$ cat src/rtl/addsub_pkg.sv
package addsub_pkg;

  typedef enum logic [1:0] {
    OP_ADD  = 2'b00,
    OP_SUB  = 2'b01,
    OP_SLT  = 2'b10,
    OP_SLTU = 2'b11
  } alu_op_e;

  function automatic logic op_is_compare(input alu_op_e op);
    return (op == OP_SLT) || (op == OP_SLTU);
  endfunction

endpackage

$ cat src/rtl/operand_prep.sv
module operand_prep
  import addsub_pkg::*;
#(
  parameter int DATA_W = 32
) (
  input  logic [DATA_W-1:0] raw_b,
  input  alu_op_e           op,
  output logic [DATA_W-1:0] eff_b,
  output logic              carry_in
);

  logic negate;

  // Everything except a plain add works on A + (~B) + 1.
  always_comb begin
    negate   = (op != OP_ADD);
    eff_b    = negate ? ~raw_b : raw_b;
    carry_in = negate;
  end

endmodule

$ cat src/rtl/carry_chain_adder.sv
module carry_chain_adder #(
  parameter int DATA_W = 32
) (
  input  logic [DATA_W-1:0] in_x,
  input  logic [DATA_W-1:0] in_y,
  input  logic              cin,
  output logic [DATA_W-1:0] sum,
  output logic              cout
);

  logic [DATA_W:0] chain;

  assign chain[0] = cin;

  for (genvar i = 0; i < DATA_W; i++) begin : g_bit
    logic prop;
    assign prop         = in_x[i] ^ in_y[i];
    assign sum[i]       = prop ^ chain[i];
    assign chain[i+1]   = (in_x[i] & in_y[i]) | (prop & chain[i]);
  end

  assign cout = chain[DATA_W];

endmodule

$ cat src/rtl/result_select.sv
module result_select
  import addsub_pkg::*;
#(
  parameter int DATA_W = 32
) (
  input  alu_op_e           op,
  input  logic [DATA_W-1:0] lhs,
  input  logic [DATA_W-1:0] eff_b,
  input  logic [DATA_W-1:0] sum,
  input  logic              adder_cout,
  output logic [DATA_W-1:0] result,
  output logic              ovf
);

  localparam int MSB = DATA_W - 1;

  logic raw_ovf;
  logic less_signed;
  logic less_unsigned;
  logic less_pick;

  always_comb begin
    // Same-sign inputs to the adder whose sum flips sign cannot be represented.
    raw_ovf       = (lhs[MSB] == eff_b[MSB]) && (sum[MSB] != lhs[MSB]);
    less_signed   = sum[MSB] ^ raw_ovf;
    less_unsigned = ~adder_cout;
    less_pick     = (op == OP_SLT) ? less_signed : less_unsigned;

    if (op_is_compare(op)) begin
      result = {{(DATA_W-1){1'b0}}, less_pick};
      ovf    = 1'b0;
    end else begin
      result = sum;
      ovf    = raw_ovf;
    end
  end

endmodule

$ cat src/rtl/addsub_cmp_unit.sv
module addsub_cmp_unit
  import addsub_pkg::*;
#(
  parameter int DATA_W = 32
) (
  input  logic [DATA_W-1:0] op_a,
  input  logic [DATA_W-1:0] op_b,
  input  logic [1:0]        op_sel,
  output logic [DATA_W-1:0] result,
  output logic              ovf,
  output logic              carry_out
);

  localparam int MSB = DATA_W - 1;

  alu_op_e           op;
  logic [DATA_W-1:0] b_eff;
  logic              cin;
  logic [DATA_W-1:0] sum;

  assign op = alu_op_e'(op_sel);

  operand_prep #(.DATA_W(DATA_W)) u_prep (
    .raw_b    (op_b),
    .op       (op),
    .eff_b    (b_eff),
    .carry_in (cin)
  );

  carry_chain_adder #(.DATA_W(DATA_W)) u_adder (
    .in_x (op_a),
    .in_y (b_eff),
    .cin  (cin),
    .sum  (sum),
    .cout (carry_out)
  );

  result_select #(.DATA_W(DATA_W)) u_sel (
    .op         (op),
    .lhs        (op_a),
    .eff_b      (b_eff),
    .sum        (sum),
    .adder_cout (carry_out),
    .result     (result),
    .ovf        (ovf)
  );

  // Checks on the assembled outputs, phrased on the original operands.
  always_comb begin
    if (op_sel == 2'b00 && ovf) begin
      assert_add_ovf_same_sign_R3: assert (op_a[MSB] == op_b[MSB]);
    end
    if (op_sel == 2'b01 && ovf) begin
      assert_sub_ovf_mixed_sign_R4: assert (op_a[MSB] != op_b[MSB]);
    end
    if (op_sel == 2'b00 && !op_a[MSB] && !op_b[MSB]) begin
      assert_add_small_no_carry_R5: assert (!carry_out);
    end
    if (op_sel == 2'b01 && op_b == '0) begin
      assert_sub_zero_identity_R2: assert (result == op_a && carry_out);
    end
    if (op_sel[1]) begin
      assert_cmp_no_ovf_R9: assert (!ovf);
      assert_cmp_one_bit_R7: assert (result[MSB:1] == '0);
    end
    if (op_sel[1] && op_a == op_b) begin
      assert_cmp_equal_false_R8: assert (result == '0 && carry_out);
    end
  end

endmodule

$ cat config.mk
export PLATFORM = sky130hd
export DESIGN_NAME = addsub_cmp_unit
export DESIGN_NICKNAME = d
export VERILOG_FILES = /design/src/rtl/addsub_pkg.sv /design/src/rtl/operand_prep.sv /design/src/rtl/carry_chain_adder.sv /design/src/rtl/result_select.sv /design/src/rtl/addsub_cmp_unit.sv
export SDC_FILE = /design/constraint.sdc
export NUM_CORES = 1
export LEC_CHECK = 0
export BUFFER_PORTS_ARGS = -buffer_cell sky130_fd_sc_hd__buf_4
export CAP_MARGIN = 20
export CORE_MARGIN = 1.5
export CORE_UTILIZATION = 35
export DETAILED_ROUTE_END_ITERATION = 10
export PLACE_DENSITY = 0.73
export SLEW_MARGIN = 25
export SYNTH_ARGS = -nofsm -noshare
export SYNTH_HDL_FRONTEND = slang
export SYNTH_SLANG_ARGS = --single-unit
$ cat constraint.sdc
create_clock -name vclk -period 26.4
set_input_delay 1.32 -clock vclk [all_inputs]
set_output_delay 1.32 -clock vclk [all_outputs]
set_load 0.02 [all_outputs]
==> summary.txt <==
Detailed routing
  • Vias: 1,090
  • Starting DRT DRC Count: 13
  • ANT nets after route: 0
  • Drt pass-1 iters: 2
  • Wire per inst: 11.2 um
  • Drt drc: 0
  • WL final: 2840 um
  • Avg Vias per Cell: ~4.3

Die
  • Rows: 21
  • Die area: 3980 um2
  • Initial Util: 0.373
  • Die X: 63.1 um
  • Core area: between 3000 and 4000 um2
  • Num ports: 100
  • Die height: 63.1 um

Global route
  • Gr usage total: 0.147
  • Vias in the first global route: between 1,000 and 1,500
  • Initial antenna violation count: 0
  • First-pass GRT wire length: approximately 4900 um
  • Largest net degree at the start of global routing: 37
  • Grt total ovfl: 0

STA
  • Slew @ Worst Pin: just over 600 ps
  • Setup TNS: 0 ps
  • Final hold slack: just over 3000 ps
  • Fin. max-slew vios: 0
  • Final WS setup: 9420 ps
  • RSZ-0062 raised after global routing: false
  • Minimum clock period: around 17,000 ps
  • Final Setup Violations: 0
  • F_max: 0.0589 GHz
  • Final period utilization: 0.643
  • Slew HR: 0.586
  • Hold violation total from the final report: 0

Power
  • Sw Pwr: 0.0000322 W
  • PwrDens: 32.6 nW/um2
  • Sequential share of power: 0
  • Switching part of the total power: 0.489
  • Int Power: 0.0000336 W
  • Clock power share: 0
  • Worst vdd ir: about 0.015 mV
  • Leak Pwr: 0.934 nW
  • Part of the power in combinational logic: 1.000

Critical path
  • Max incr delay on CP: 540 ps
  • WP depth: 39
  • Setup CP Type: in -> out
  • CP Launch Type: primary input
  • CP top delay family: adder cells
  • Crit end category: primary output
  • Crit path buffers/inverters: 4
  • Required time worst endpoint: 25,080 ps
  • Arrival @ worst endpoint: around 16,000 ps
  • Crit path top cell by count: fa_1
  • Crit-path max FO: 36
  • Slowest stage cell on the critical path: nor2_8

Layout
  • Final Cell Area: 2010 um2
  • Storage cell area: 0 um2
  • # diodes: 0
  • FF+latch count: 0
  • Commonest non-fill, non-tap cell in the layout: buf_4
  • Non-filler instance count after layout: 254
  • Most frequent cells in the layout: 100 x buf_4, 32 x xnor2_1, 31 x fa_1, 18 x nor2b_1, 12 x and2b_1
  • # clk buffers: 0
  • # nets final: 308
  • # fillers: 296
  • Synth-to-layout area growth: 59.4%
  • Layout cells sized above 1: 0.490

Hold path
  • Worst min path class: in -> out
  • WHS Path Cells: 4

Logic synthesis
  • Post-synthesis cell type count: 18
  • Yosys top cell by area: fa_1
  • Mapped Area: 1260 um2
  • Top-area cell type share of the netlist area: 0.491
  • Synth top area cells: fa_1 49%, xnor2_1 22%, nor2b_1 8.9%, and2b_1 7.1%, buf_6 3.6%
  • Seq/Total Area, Yosys: 0
  • Mapped Cells: approximately 120
  • Yosys warns: 0
  • Mapped Nets: 213
  • Post-Syn Area per Cell: 11.0 um2

Placed design
  • Setup WS pre-CTS: 9320 ps
  • Dpl cell area: slightly above 2000 um2
  • DP HPWL: 2580 um
  • PortBufs: 100
  • Placed insts: 254
  • Final Wtd Congestion: 0.776

Flow run
  • Max-cap violations: 0

Status
  • Status: completed

Clocking
  • Post-CTS Hold Fix Bufs: 0
  • Post-cts sizing count: 0
  • Post-CTS Setup Inserts: 0
## metrics by stage
| stage | util | total power, W |
|---|---|---|
| global placement | 0.594 | 0.0000652 |
| detailed placement | 0.594 | 0.0000672 |
| CTS | 0.594 | 0.0000673 |
| finish | 0.594 | 0.0000657 |
| global route | 0.594 | 0.0000735 |
| floorplan | - | 0.0000396 |
## cells by family after synthesis
logic type / after synthesis / share of synthesized area
adder cells (fa/ha/maj): 32 / 0.501
AND/OR/NAND/NOR: 35 / 0.190
multiplexers: 1 / 0.00891
AO/OA/AOI/OAI: 3 / 0.0139
buffers and inverters: 11 / 0.0574
XOR/XNOR: 33 / 0.229
## synthesized netlist by cell type, drive strengths merged
cell type	n
nor3	2
inv	4
o21ai	1
nor2	2
clkbuf	2
nor2b	18
mux2	1
o211ai	1
and2b	12
ha	1
fa	31
buf	5
nand2	1
a21oi	1
xor2	1
xnor2	32
## power by group through the flow
| stage | logic, W | clock network (W) | registers (W) |
|---|---|---|---|
| 6_report | 0.0000657 | 0 | 0 |
| 5_1_grt | 0.0000735 | 0 | 0 |
| 4_1_cts | 0.0000673 | 0 | 0 |
| 3_5_place_dp | 0.0000672 | 0 | 0 |
| 3_3_place_gp | 0.0000652 | 0 | 0 |
| 2_1_floorplan | 0.0000396 | 0 | 0 |
## area by class of cell
cell class	instances	area [um2]	share of cell area
multi-input combinational	104	1190	0.591
inverter	4	15.0	0.00745
timing repair buffer	100	751	0.373
tap	46	57.6	0.0286
## worst paths after layout
kind | from | to | slack [ps]
worst max-delay path | op_sel[1] | ovf | 9420
worst min-delay path | op_a[0] | result[0] | 3060
## layer usage
layer  global-route usage  wire length, um
met5                    0                0
met1                0.174              997
met4                    0                0
met3               0.0268              267
met2                0.291             1570
Note: power is estimated with default switching activity, not from simulation.
